<file path="src/rtl/spx_pkg.sv">
package spx_pkg;
  typedef enum logic [1:0] {
    ST_IDLE  = 2'd0,
    ST_SEGHI = 2'd1,
    ST_SEGLO = 2'd2,
    ST_PTE   = 2'd3
  } st_e;

  localparam logic [2:0] C_NONE         = 3'd0;
  localparam logic [2:0] C_SEG_RANGE    = 3'd1;
  localparam logic [2:0] C_SEG_INVALID  = 3'd2;
  localparam logic [2:0] C_LIMIT        = 3'd3;
  localparam logic [2:0] C_PERM         = 3'd4;
  localparam logic [2:0] C_PAGE_INVALID = 3'd5;

  localparam int SEG_VALID_BIT = 31;
  localparam int PERM_RD_BIT   = 30;
  localparam int PERM_WR_BIT   = 29;
  localparam int PERM_EX_BIT   = 28;
  localparam int PTE_VALID_BIT = 0;

  localparam logic [1:0] ACC_RD = 2'd0;
  localparam logic [1:0] ACC_WR = 2'd1;
  localparam logic [1:0] ACC_EX = 2'd2;
endpackage

</file>
<file path="src/rtl/spx_rst_sync.sv">
module spx_rst_sync (
  input  logic clk,
  input  logic rst_n,
  output logic rst_n_sync
);
  logic stage_q;

  always_ff @(posedge clk or negedge rst_n) begin
    if (!rst_n) begin
      stage_q    <= 1'b0;
      rst_n_sync <= 1'b0;
    end else begin
      stage_q    <= 1'b1;
      rst_n_sync <= stage_q;
    end
  end
endmodule

</file>
<file path="src/rtl/spx_seg_check.sv">
module spx_seg_check
  import spx_pkg::*;
#(
  parameter int OFF_W = 24
) (
  input  logic [31:0]      desc_hi,
  input  logic [OFF_W-1:0] off,
  input  logic [1:0]       acc,
  output logic [2:0]       cause
);
  logic perm_ok;

  always_comb begin
    case (acc)
      ACC_RD:  perm_ok = desc_hi[PERM_RD_BIT];
      ACC_WR:  perm_ok = desc_hi[PERM_WR_BIT];
      ACC_EX:  perm_ok = desc_hi[PERM_EX_BIT];
      default: perm_ok = 1'b0;
    endcase
  end

  always_comb begin
    if (!desc_hi[SEG_VALID_BIT])        cause = C_SEG_INVALID;
    else if (off >= desc_hi[OFF_W-1:0]) cause = C_LIMIT;
    else if (!perm_ok)                  cause = C_PERM;
    else                                cause = C_NONE;
  end
endmodule

</file>
<file path="src/rtl/spx_addr_gen.sv">
module spx_addr_gen
  import spx_pkg::*;
#(
  parameter int AW    = 32,
  parameter int SEG_W = 8,
  parameter int IDX_W = 12
) (
  input  st_e              st,
  input  logic [AW-1:0]    stbr,
  input  logic [SEG_W-1:0] seg,
  input  logic [AW-1:0]    pt_base,
  input  logic [IDX_W-1:0] pg_idx,
  output logic [AW-1:0]    addr
);
  localparam int DESC_SHIFT = 3;
  localparam int PTE_SHIFT  = 2;

  logic [AW-1:0] desc_addr;

  assign desc_addr = stbr + (AW'(seg) << DESC_SHIFT);

  always_comb begin
    case (st)
      ST_SEGHI: addr = desc_addr + AW'(4);
      ST_SEGLO: addr = desc_addr;
      ST_PTE:   addr = pt_base + (AW'(pg_idx) << PTE_SHIFT);
      default:  addr = '0;
    endcase
  end
endmodule

</file>
<file path="src/rtl/seg_page_xlate.sv">
module seg_page_xlate
  import spx_pkg::*;
#(
  parameter int AW    = 32,
  parameter int SEG_W = 8,
  parameter int OFF_W = 24,
  parameter int PG_W  = 12
) (
  input  logic             clk,
  input  logic             rst_n,
  input  logic [AW-1:0]    stbr,
  input  logic [SEG_W:0]   stlr,
  input  logic             req_valid,
  output logic             req_ready,
  input  logic [SEG_W-1:0] req_seg,
  input  logic [OFF_W-1:0] req_off,
  input  logic [1:0]       req_acc,
  output logic             mem_req,
  output logic [AW-1:0]    mem_addr,
  input  logic             mem_ack,
  input  logic [AW-1:0]    mem_rdata,
  output logic             resp_valid,
  output logic             resp_fault,
  output logic [2:0]       resp_cause,
  output logic [AW-1:0]    resp_paddr
);
  localparam int IDX_W = OFF_W - PG_W;

  logic             rst_s;
  st_e              st_q, st_d;
  logic [SEG_W-1:0] seg_q;
  logic [OFF_W-1:0] off_q;
  logic [1:0]       acc_q;
  logic [AW-1:0]    ptb_q;
  logic             take_en, ptb_en;
  logic             rv_d, rf_d, rf_q;
  logic [2:0]       rc_d, rc_q;
  logic [AW-1:0]    rp_d, rp_q;
  logic             rv_q;
  logic             seg_legal;
  logic [2:0]       desc_cause;

  spx_rst_sync u_rst (
    .clk        (clk),
    .rst_n      (rst_n),
    .rst_n_sync (rst_s)
  );

  spx_seg_check #(.OFF_W(OFF_W)) u_chk_desc (
    .desc_hi (mem_rdata),
    .off     (off_q),
    .acc     (acc_q),
    .cause   (desc_cause)
  );

  spx_addr_gen #(.AW(AW), .SEG_W(SEG_W), .IDX_W(IDX_W)) u_addr (
    .st      (st_q),
    .stbr    (stbr),
    .seg     (seg_q),
    .pt_base (ptb_q),
    .pg_idx  (off_q[OFF_W-1:PG_W]),
    .addr    (mem_addr)
  );

  assign seg_legal = {1'b0, req_seg} < stlr;
  assign req_ready = (st_q == ST_IDLE) && rst_s;
  assign mem_req   = (st_q != ST_IDLE);

  always_comb begin
    st_d    = st_q;
    take_en = 1'b0;
    ptb_en  = 1'b0;
    rv_d    = 1'b0;
    rf_d    = rf_q;
    rc_d    = rc_q;
    rp_d    = rp_q;
    case (st_q)
      ST_IDLE: begin
        if (req_valid && rst_s) begin
          take_en = 1'b1;
          if (!seg_legal) begin
            rv_d = 1'b1;
            rf_d = 1'b1;
            rc_d = C_SEG_RANGE;
            rp_d = '0;
          end else begin
            st_d = ST_SEGHI;
          end
        end
      end
      ST_SEGHI: begin
        if (mem_ack) begin
          if (desc_cause != C_NONE) begin
            rv_d = 1'b1;
            rf_d = 1'b1;
            rc_d = desc_cause;
            rp_d = '0;
            st_d = ST_IDLE;
          end else begin
            st_d = ST_SEGLO;
          end
        end
      end
      ST_SEGLO: begin
        if (mem_ack) begin
          ptb_en = 1'b1;
          st_d   = ST_PTE;
        end
      end
      default: begin
        if (mem_ack) begin
          rv_d = 1'b1;
          st_d = ST_IDLE;
          if (!mem_rdata[PTE_VALID_BIT]) begin
            rf_d = 1'b1;
            rc_d = C_PAGE_INVALID;
            rp_d = '0;
          end else begin
            rf_d = 1'b0;
            rc_d = C_NONE;
            rp_d = {mem_rdata[AW-1:PG_W], off_q[PG_W-1:0]};
          end
        end
      end
    endcase
  end

  always_ff @(posedge clk or negedge rst_n) begin
    if (!rst_n) begin
      st_q <= ST_IDLE;
      rv_q <= 1'b0;
      rf_q <= 1'b0;
      rc_q <= C_NONE;
      rp_q <= '0;
    end else if (!rst_s) begin
      st_q <= ST_IDLE;
      rv_q <= 1'b0;
    end else begin
      st_q <= st_d;
      rv_q <= rv_d;
      rf_q <= rf_d;
      rc_q <= rc_d;
      rp_q <= rp_d;
    end
  end

  always_ff @(posedge clk or negedge rst_n) begin
    if (!rst_n) begin
      seg_q <= '0;
      off_q <= '0;
      acc_q <= '0;
    end else if (take_en) begin
      seg_q <= req_seg;
      off_q <= req_off;
      acc_q <= req_acc;
    end
  end

  always_ff @(posedge clk or negedge rst_n) begin
    if (!rst_n) begin
      ptb_q <= '0;
    end else if (ptb_en) begin
      ptb_q <= mem_rdata;
    end
  end

  assign resp_valid = rv_q;
  assign resp_fault = rf_q;
  assign resp_cause = rc_q;
  assign resp_paddr = rp_q;
endmodule

</file>
<file path="config.mk">
export PLATFORM = sky130hd
export DESIGN_NAME = seg_page_xlate
export DESIGN_NICKNAME = d
export VERILOG_FILES = /design/src/rtl/spx_pkg.sv /design/src/rtl/spx_rst_sync.sv /design/src/rtl/spx_seg_check.sv /design/src/rtl/spx_addr_gen.sv /design/src/rtl/seg_page_xlate.sv
export SDC_FILE = /design/constraint.sdc
export NUM_CORES = 1
export LEC_CHECK = 0
export ABC_AREA = 1
export CAP_MARGIN = 20
export CORE_MARGIN = 2
export CORE_UTILIZATION = 35
export DETAILED_ROUTE_END_ITERATION = 12
export GPL_ROUTABILITY_DRIVEN = 1
export PLACE_DENSITY = 0.6
export SYNTH_ARGS = -nofsm -noshare
export SYNTH_HDL_FRONTEND = slang
export SYNTH_SLANG_ARGS = --single-unit
export TNS_END_PERCENT = 100
</file>
<file path="constraint.sdc">
create_clock -name clk -period 5.31 [get_ports clk]
set_input_delay 1.062 -clock clk [delete_from_list [all_inputs] [get_ports clk]]
set_output_delay 1.062 -clock clk [all_outputs]
set_load 0.005 [all_outputs]
</file>
==> summary.txt, run 1 <==
Status
  • Outcome: completed

Power
  • Part of the power in the clock network: ~16%
  • Leak: a little over 6 nW
  • Logic pwr share: 53.8%
  • Sw Share: a little under half
  • VDD IR max: 0.000191 V
  • Seq pwr share: a little under a third
  • Internal power: ~2.3 mW
  • Post-layout power: 4.25 mW
  • P_sw: 1.93 mW
  • Pwr dens: 358 nW/um^2

Critical path
  • R2r worst-path depth: 15
  • Arr. time, crit path: 4.12 ns
  • Setup crit start kind: input port
  • CP delay by family, top: buffers and inverters
  • Crit-path max cell delay: a little under 0.5 ns
  • CP cell instances: clkdlybuf4s50_1, ha_1, inv_1, fa_2, inv_1, nand2_1, nand2_2, nand3_1, nand2_2, nand3_1, nor2_2, nand2_2, nor2_4, a21oi_1, o31ai_1, buf_4, clkdlybuf4s50_1
  • CP Class: in -> out
  • Flop2flop setup slack: 2.58 ns
  • Endpoint class of the critical path: primary output
  • Reg2reg start: off_q[13]$_DFFE_PN0P_
  • CP bufs+invs: 5
  • R2R Path End: resp_paddr[31]$_DFFE_PN0P_
  • Most numerous cell on the critical path: nand2_2
  • Max Fanout on Critical Path: 5
  • Crit-path slowest cell: clkdlybuf4s50_1
  • Critical Path RT: 4.25 ns

Placed design
  • RD Place Congestion: 0.862
  • Port buffer count: approximately 180
  • HPWL after detailed placement: ~24,000 um
  • Place WS: around 0.00076 ns

Global routing
  • Total gr overflow: 0
  • Via count of the first global-routing pass: 9,008
  • Pin count of the biggest net entering global routing: a little over 80
  • First-pass GRT wire length: 47,200 um
  • Tot GR Track Use: approximately 22%
  • Initial antenna violation count: 1

Layout
  • Commonest non-fill, non-tap cell in the layout: nand2_1
  • FILL cells: 2,638
  • Register area: around 2700 um^2
  • Multi-input logic area: roughly 5700 um^2
  • Syn-to-layout area delta: 31.6%
  • Share of post-route cells with drive strength above 1: around 11%
  • Final #Nets: 1,743
  • Commonest non-fill, non-tap cells in the layout: nand2_1 (417), inv_1 (179), clkdlybuf4s50_1 (166)

Die
  • Die area: 27,100 um^2
  • FP Rows: slightly below 60
  • Core area: 25,300 um^2
  • Die H: around 160 um
  • IO Count: roughly 180
  • Die W: ~160 um
  • Starting Density: 35.7%

Timing
  • Setup ws final: ~0.13 ns
  • Tmin final: 5.18 ns
  • RSZ-0062 raised after global routing: yes
  • Final hold vios: 0
  • Setup violators final: 0
  • Tcrit/Tclk final: between 90 and 100%
  • Max Slew Vio Count: 0
  • Worst slew margin: about two fifths
  • Max frequency: slightly below 200 MHz
  • Fin Clk Skew: between 0.01 and 0.015 ns
  • Worst-Margin Slew: about 0.89 ns

Logic synthesis
  • Syn Inst Count: 1,389
  • Mean post-synth cell area: about 6.5 um^2
  • Post-synth design cell area: around 9000 um^2
  • Async SR Flop Fraction: 100%
  • Synthesized flop and latch total: about 110
  • Post-synth EDFFs: 0
  • Ys flop type: dfrtp_1
  • Sequential share of the synthesized area: about 30%
  • Distinct cells, synth: 50
  • Syn_nets: ~1,600
  • Warnings, synthesis: 0

Flow run
  • Max-cap viol count: 0

Worst hold path
  • Hold_sp: u_rst.stage_q$_DFF_PN0_
  • HP Class: reg -> reg
  • WHS Path Cells: 0
  • Hold Path End: u_rst.rst_n_sync$_DFF_PN0_

Clock tree
  • H-tree Lvls: 3
  • CTS Buf Count: 9
  • Clk pin slew, worst setup/hold paths: 0.08 ns
  • TritonCTS Sinks: 107
  • Post-CTS Hold Fix Bufs: 0
  • CTS Buffer Depth: 2
  • TritonCTS clock tree: built
  • Clk_lat worst skew: about 0.36 ns
  • Clk root buf: clkbuf_16

Routing
  • WL per Instance: 15.6 um
  • DR DRC count: 0
  • Vias: about 9,500
  • Pre-Repair DR Iteration Count: 5
  • Post-Route WL: 29,900 um
  • Initial DRC Count: 637
  • Routed Antenna Nets: 0
  • Avg Vias per Cell: roughly 5.0
## per-stage QoR
stage / instances / instance area, um^2 / TNS, ns / hold WS (ns) / util [%]
4_1_cts: 1905 / 11600 / 0 / 0.365 / 45.9
6_report: 1913 / 11900 / 0 / 0.361 / 47.0
5_1_grt: 1912 / 11900 / -0.167 / 0.391 / 47.0
3_3_place_gp: 1889 / 11300 / 0 / 0.333 / 44.7
2_1_floorplan: 1389 / 9030 / 0 / 0.331 / -
3_5_place_dp: 1889 / 11300 / 0 / 0.336 / 44.7
## logic make-up (layout without fill, tap and decap cells)
kind of cell	Yosys count	count (layout)	synth area share (%)
buffers and inverters	223	416	9.45
flip-flops	107	107	29.7
XOR/XNOR	6	6	0.665
other	1	2	0.0415
adder cells (fa/ha/maj)	55	55	7.79
multiplexers	20	20	2.50
AO/OA/AOI/OAI	157	157	9.62
AND/OR/NAND/NOR	820	820	40.3
## flip-flops by register name (all words and copies together), names as in the netlist
name and flops:
ptb_q 32, resp_paddr 32, off_q 24, seg_q 8, resp_cause 3, acc_q 2, st_q 2, resp_fault 1
resp_valid 1, u_rst.rst_n_sync 1, u_rst.stage_q 1
## worst max path at each step
stage	from	slack (ns)	endpoint	cells after the start
global placement	stbr[3]	0.06	mem_addr[27]	20
CTS	stbr[3]	0.0009	mem_addr[27]	20
floorplan	stbr[3]	1.18	mem_addr[22]	17
detailed placement	stbr[3]	0.0008	mem_addr[27]	20
global route	stbr[3]	-0.10	mem_addr[31]	20
finish	stbr[3]	0.13	mem_addr[15]	17
## power by group through the flow
stage	sequential [mW]	combinational, mW	clock, mW
finish	1.27	2.28	0.691
global placement	1.29	2.18	0
global route	1.31	2.57	0.750
detailed placement	1.29	2.21	0
floorplan	1.20	1.46	0
CTS	1.27	2.22	0.710
## Yosys cell counts, types with 18 or more instances
cell	instances	area (um^2)
nand4_1	18	113
mux2_2	20	225
clkbuf_1	26	97.6
nor2_1	132	495
a21oi_1	53	265
o21ai_0	67	335
dfrtp_1	107	2680
nand2_1	431	1620
ha_1	53	663
inv_1	181	679
nand3_1	145	726
nand2_2	22	138
## area by class of cell
class                           count  share of cell area, %
Timing Repair Buffer              211                   17.7
Tap cell                          330                   3.48
Multi-Input combinational cell   1059                   47.8
Clock buffer                       10                   2.01
Sequential cell                   107                   22.5
Inverter                          189                   5.97
Clock inverter                      6                  0.527
Antenna cell                        1                 0.0211
## worst reg2reg max path: stages (launching register included)
cell,delay [ns]
dfrtp_1,0.47
ha_1,0.32
a21oi_1,0.13
nor2_1,0.05
nor3_1,0.16
nand2_1,0.07
nand2_1,0.06
nand2_1,0.06
nor2_1,0.08
nand4_1,0.13
nand2_1,0.14
nand3_2,0.26
nand2_1,0.14
buf_4,0.37
nand2_1,0.14
nand2_1,0.08
## repair_timing
| action | CTS | global route |
|---|---|---|
| resized for setup | 0 | 66 |
| setup buffers | 0 | 5 |
| setup endpoints to repair | 0 | 21 |
## metal layers
metal | routed length, um | share of wire (%) | vias to the layer above | global-route usage [%]
met5 | 0 | 0 | - | 0
met4 | 463 | 1.6 | 0 | 5.49
met3 | 1480 | 4.9 | 32 | 3.82
met2 | 14100 | 47 | 227 | 37.3
met1 | 13800 | 46 | 4355 | 29.7
li1 | - | - | 4867 | -
(Power assumes the default switching activity.)
==> run 2, diff against run 1 <==
- PLACE_DENSITY: 0.6 -> 0.62
- clock period: 5.31 -> 4.6 ns (I/O delays scaled with it)
==> summary.txt, run 2 (synthesis results as in run 1) <==
Layout
  • Diode count: 0 (-1)
  • Fin area: 12,700 um^2 (+7.3%)
  • Commonest non-fill, non-tap cell in the layout: nand2_1
  • Share of post-route cells with drive strength above 1: 18.6% (+7.5 points)
  • Finished Core Util: 50.5% (+3.4 points)
  • Syn-to-layout area delta: 41.2%
  • Commonest non-fill, non-tap cells in the layout: nand2_1 (392), inv_1 (170), clkdlybuf4s50_1 (153)
  • Final #Nets: 1,829 (+4.9%)

Critical path
  • Critical Path RT: 3.68 ns (-0.57 ns)
  • Endpoint class of the critical path: primary output
  • CP Class: in -> out
  • Reg2reg start: st_q[0]$_DFFE_PN0P_
  • Setup crit start kind: input port
  • CP Launch Point: stbr[10]
  • Crit-path max cell delay: 0.49 ns (about the same)
  • CP cell instances: clkdlybuf4s50_1, ha_4, nand2_4, nor2_4, nand3_1, nand3_2, nand2_1, nand2_1, nand2_1, nor2_2, nand2_2, nor2_2, nand3_1, nand2_1, nand3_1, nand2_1, clkdlybuf4s50_1
  • Arr. time, crit path: 3.63 ns (-0.49 ns)
  • Max Fanout on Critical Path: 5 (unchanged)
  • Crit-path slowest cell: clkdlybuf4s50_1
  • Most numerous cell on the critical path: nand2_1

Placed design
  • Area post-placement: 11,800 um^2 (+4.7%)
  • Port buffer count: 181 (unchanged)
  • HPWL after detailed placement: 24,300 um (+1.5%)
  • Place WS: -0.398 ns (-0.398 ns)
  • RD Place Congestion: 0.884 (+2.6%)

Flow run
  • Max-cap viol count: 0 (unchanged)

Global routing
  • Pin count of the biggest net entering global routing: 52 (-36%)
  • Initial antenna violation count: 0 (-1)
  • Via count of the first global-routing pass: 9,449 (+4.9%)
  • Total gr overflow: 0 (unchanged)
  • Tot GR Track Use: 22.9% (+0.67 points)
  • First-pass GRT wire length: 48,900 um (+3.7%)

Die
  • Core area: 25,300 um^2 (unchanged)
  • Die area: 27,100 um^2 (unchanged)
  • IO Count: 182 (unchanged)
  • FP Rows: 58 (unchanged)
  • Die W: 165 um (unchanged)
  • Starting Density: 35.7% (unchanged)
  • Die H: 165 um (unchanged)

Power
  • Logic pwr share: 57.2% (+3.4 points)
  • VDD IR max: 0.000201 V (+5.8%)
  • Internal power: 2.91 mW (+25%)
  • Leak: 6.48 nW (+7.3%)
  • Seq pwr share: 28.0% (-2.0 points)
  • P_sw: 2.38 mW (+24%)
  • Post-layout power: 5.29 mW (+25%)
  • Sw Share: 45.0% (-0.37 points)
  • Part of the power in the clock network: 14.7% (-1.6 points)
  • Pwr dens: 415 nW/um^2 (+16%)

Clock tree
  • CTS Buffer Depth: 2 (unchanged)
  • TritonCTS clock tree: built
  • Post-CTS Hold Fix Bufs: 0 (unchanged)
  • H-tree Lvls: 3 (unchanged)
  • Clk_lat worst skew: 0.36 ns (about the same)
  • CTS Buf Count: 9 (unchanged)
  • TritonCTS Sinks: 107 (unchanged)
  • Clk pin slew, worst setup/hold paths: 0.07 ns (about the same)
  • Clk root buf: clkbuf_16

Timing
  • Max frequency: ~220 MHz
  • Setup ws final: 0.0457 ns (-0.0795 ns)
  • Fin Clk Skew: 0.0148 ns (+0.00195 ns)
  • RSZ-0062 raised after global routing: yes
  • Tmin final: between 4 and 5 ns
  • Setup violators final: 0 (unchanged)
  • Worst-Margin Slew: 1.05 ns (+0.161 ns)
  • Tcrit/Tclk final: 99.0%
  • Final hold vios: 0 (unchanged)
  • Max Slew Vio Count: 0 (unchanged)
  • Worst slew margin: 30.0% (-11 points)

Routing
  • Avg Vias per Cell: 4.89 (-1.4%)
  • Routed Antenna Nets: 0 (unchanged)
  • Pre-Repair DR Iteration Count: 8 (+3)
  • WL per Instance: 15.4 um (-1.3%)
  • Vias: 9,765 (+3.0%)
  • Initial DRC Count: 588 (-7.7%)
  • DR DRC count: 0 (unchanged)
  • Post-Route WL: 30,800 um (+3.1%)

Status
  • Outcome: completed

Worst hold path
  • Hold_sp: u_rst.stage_q$_DFF_PN0_
  • HP Class: reg -> reg
## run 2: cell count changes in the layout (fill, tap and decap cells not counted), moves of 9 or more
cell             change
buf_4               +85
nand2_1             -25
nand2_2             +16
clkdlybuf4s50_1     -13
dlygate4sd2_1       +12
inv_1                -9
nand2_4              +9
## run 2: area by class of cell
class / instances / area (um^2)
Tap cell: 330 / 413
Clock inverter: 6 / 61.3
Fill cell: 2584 / 12500
Inverter: 189 / 712
Multi-Input combinational cell: 1059 / 5950
Timing Repair Buffer: 297 / 2700
Sequential cell: 107 / 2680
Clock buffer: 10 / 229
## run 2: final timing paths
path | endpoint | slack [ns] | depth (start not counted)
worst min-delay path | u_rst.rst_n_sync$_DFF_PN0_ | 0.36 | 0
max in group asynchronous | seg_q[4]$_DFFE_PN0P_ | 3.25 | 2
min in group asynchronous | resp_paddr[3]$_DFFE_PN0P_ | 0.43 | 1
worst max-delay path | mem_addr[25] | 0.05 | 17
worst max register to register | resp_paddr[21]$_DFFE_PN0P_ | 1.83 | 10
worst min register to register | u_rst.rst_n_sync$_DFF_PN0_ | 0.36 | 0
## run 2: timing repair
action / in CTS / in global routing
pin swaps: 37 / 34
endpoints found under the setup margin: 24 / 20
resized for setup: 90 / 65
buffers inserted: 12 / 11
## run 2: worst max-delay path: cells and delay by family
kind                       cells  cell delay (ns)
and+or+nand+nor               14             1.45
adders and majority gates      1             0.33
buffers and inverters          2             0.93
## run 2: metal layers
| metal | track usage [%] | routed length (um) |
|---|---|---|
| met2 | 40.4 | 14900 |
| met4 | 4.35 | 400 |
| met3 | 3.24 | 1380 |
| met5 | 0 | 0 |
| met1 | 30.0 | 14100 |
## run 2: power by group through the flow
stage | Combinational [mW] | Sequential [mW] | Clock [mW]
global route | 3.37 | 1.52 | 0.830
CTS | 2.89 | 1.48 | 0.798
finish | 3.03 | 1.48 | 0.779
floorplan | 1.68 | 1.39 | 0
detailed placement | 2.76 | 1.49 | 0
global placement | 2.72 | 1.48 | 0
## run 2: per-stage QoR
stage	hold slack, ns	instances	setup TNS, ns
final	0.357	1998	0
after detailed placement	0.336	1959	-7.18
after CTS	0.355	1987	-0.240
after global routing	0.374	1998	-0.261
after global placement	0.332	1959	-6.32
after floorplan	0.331	1389	0
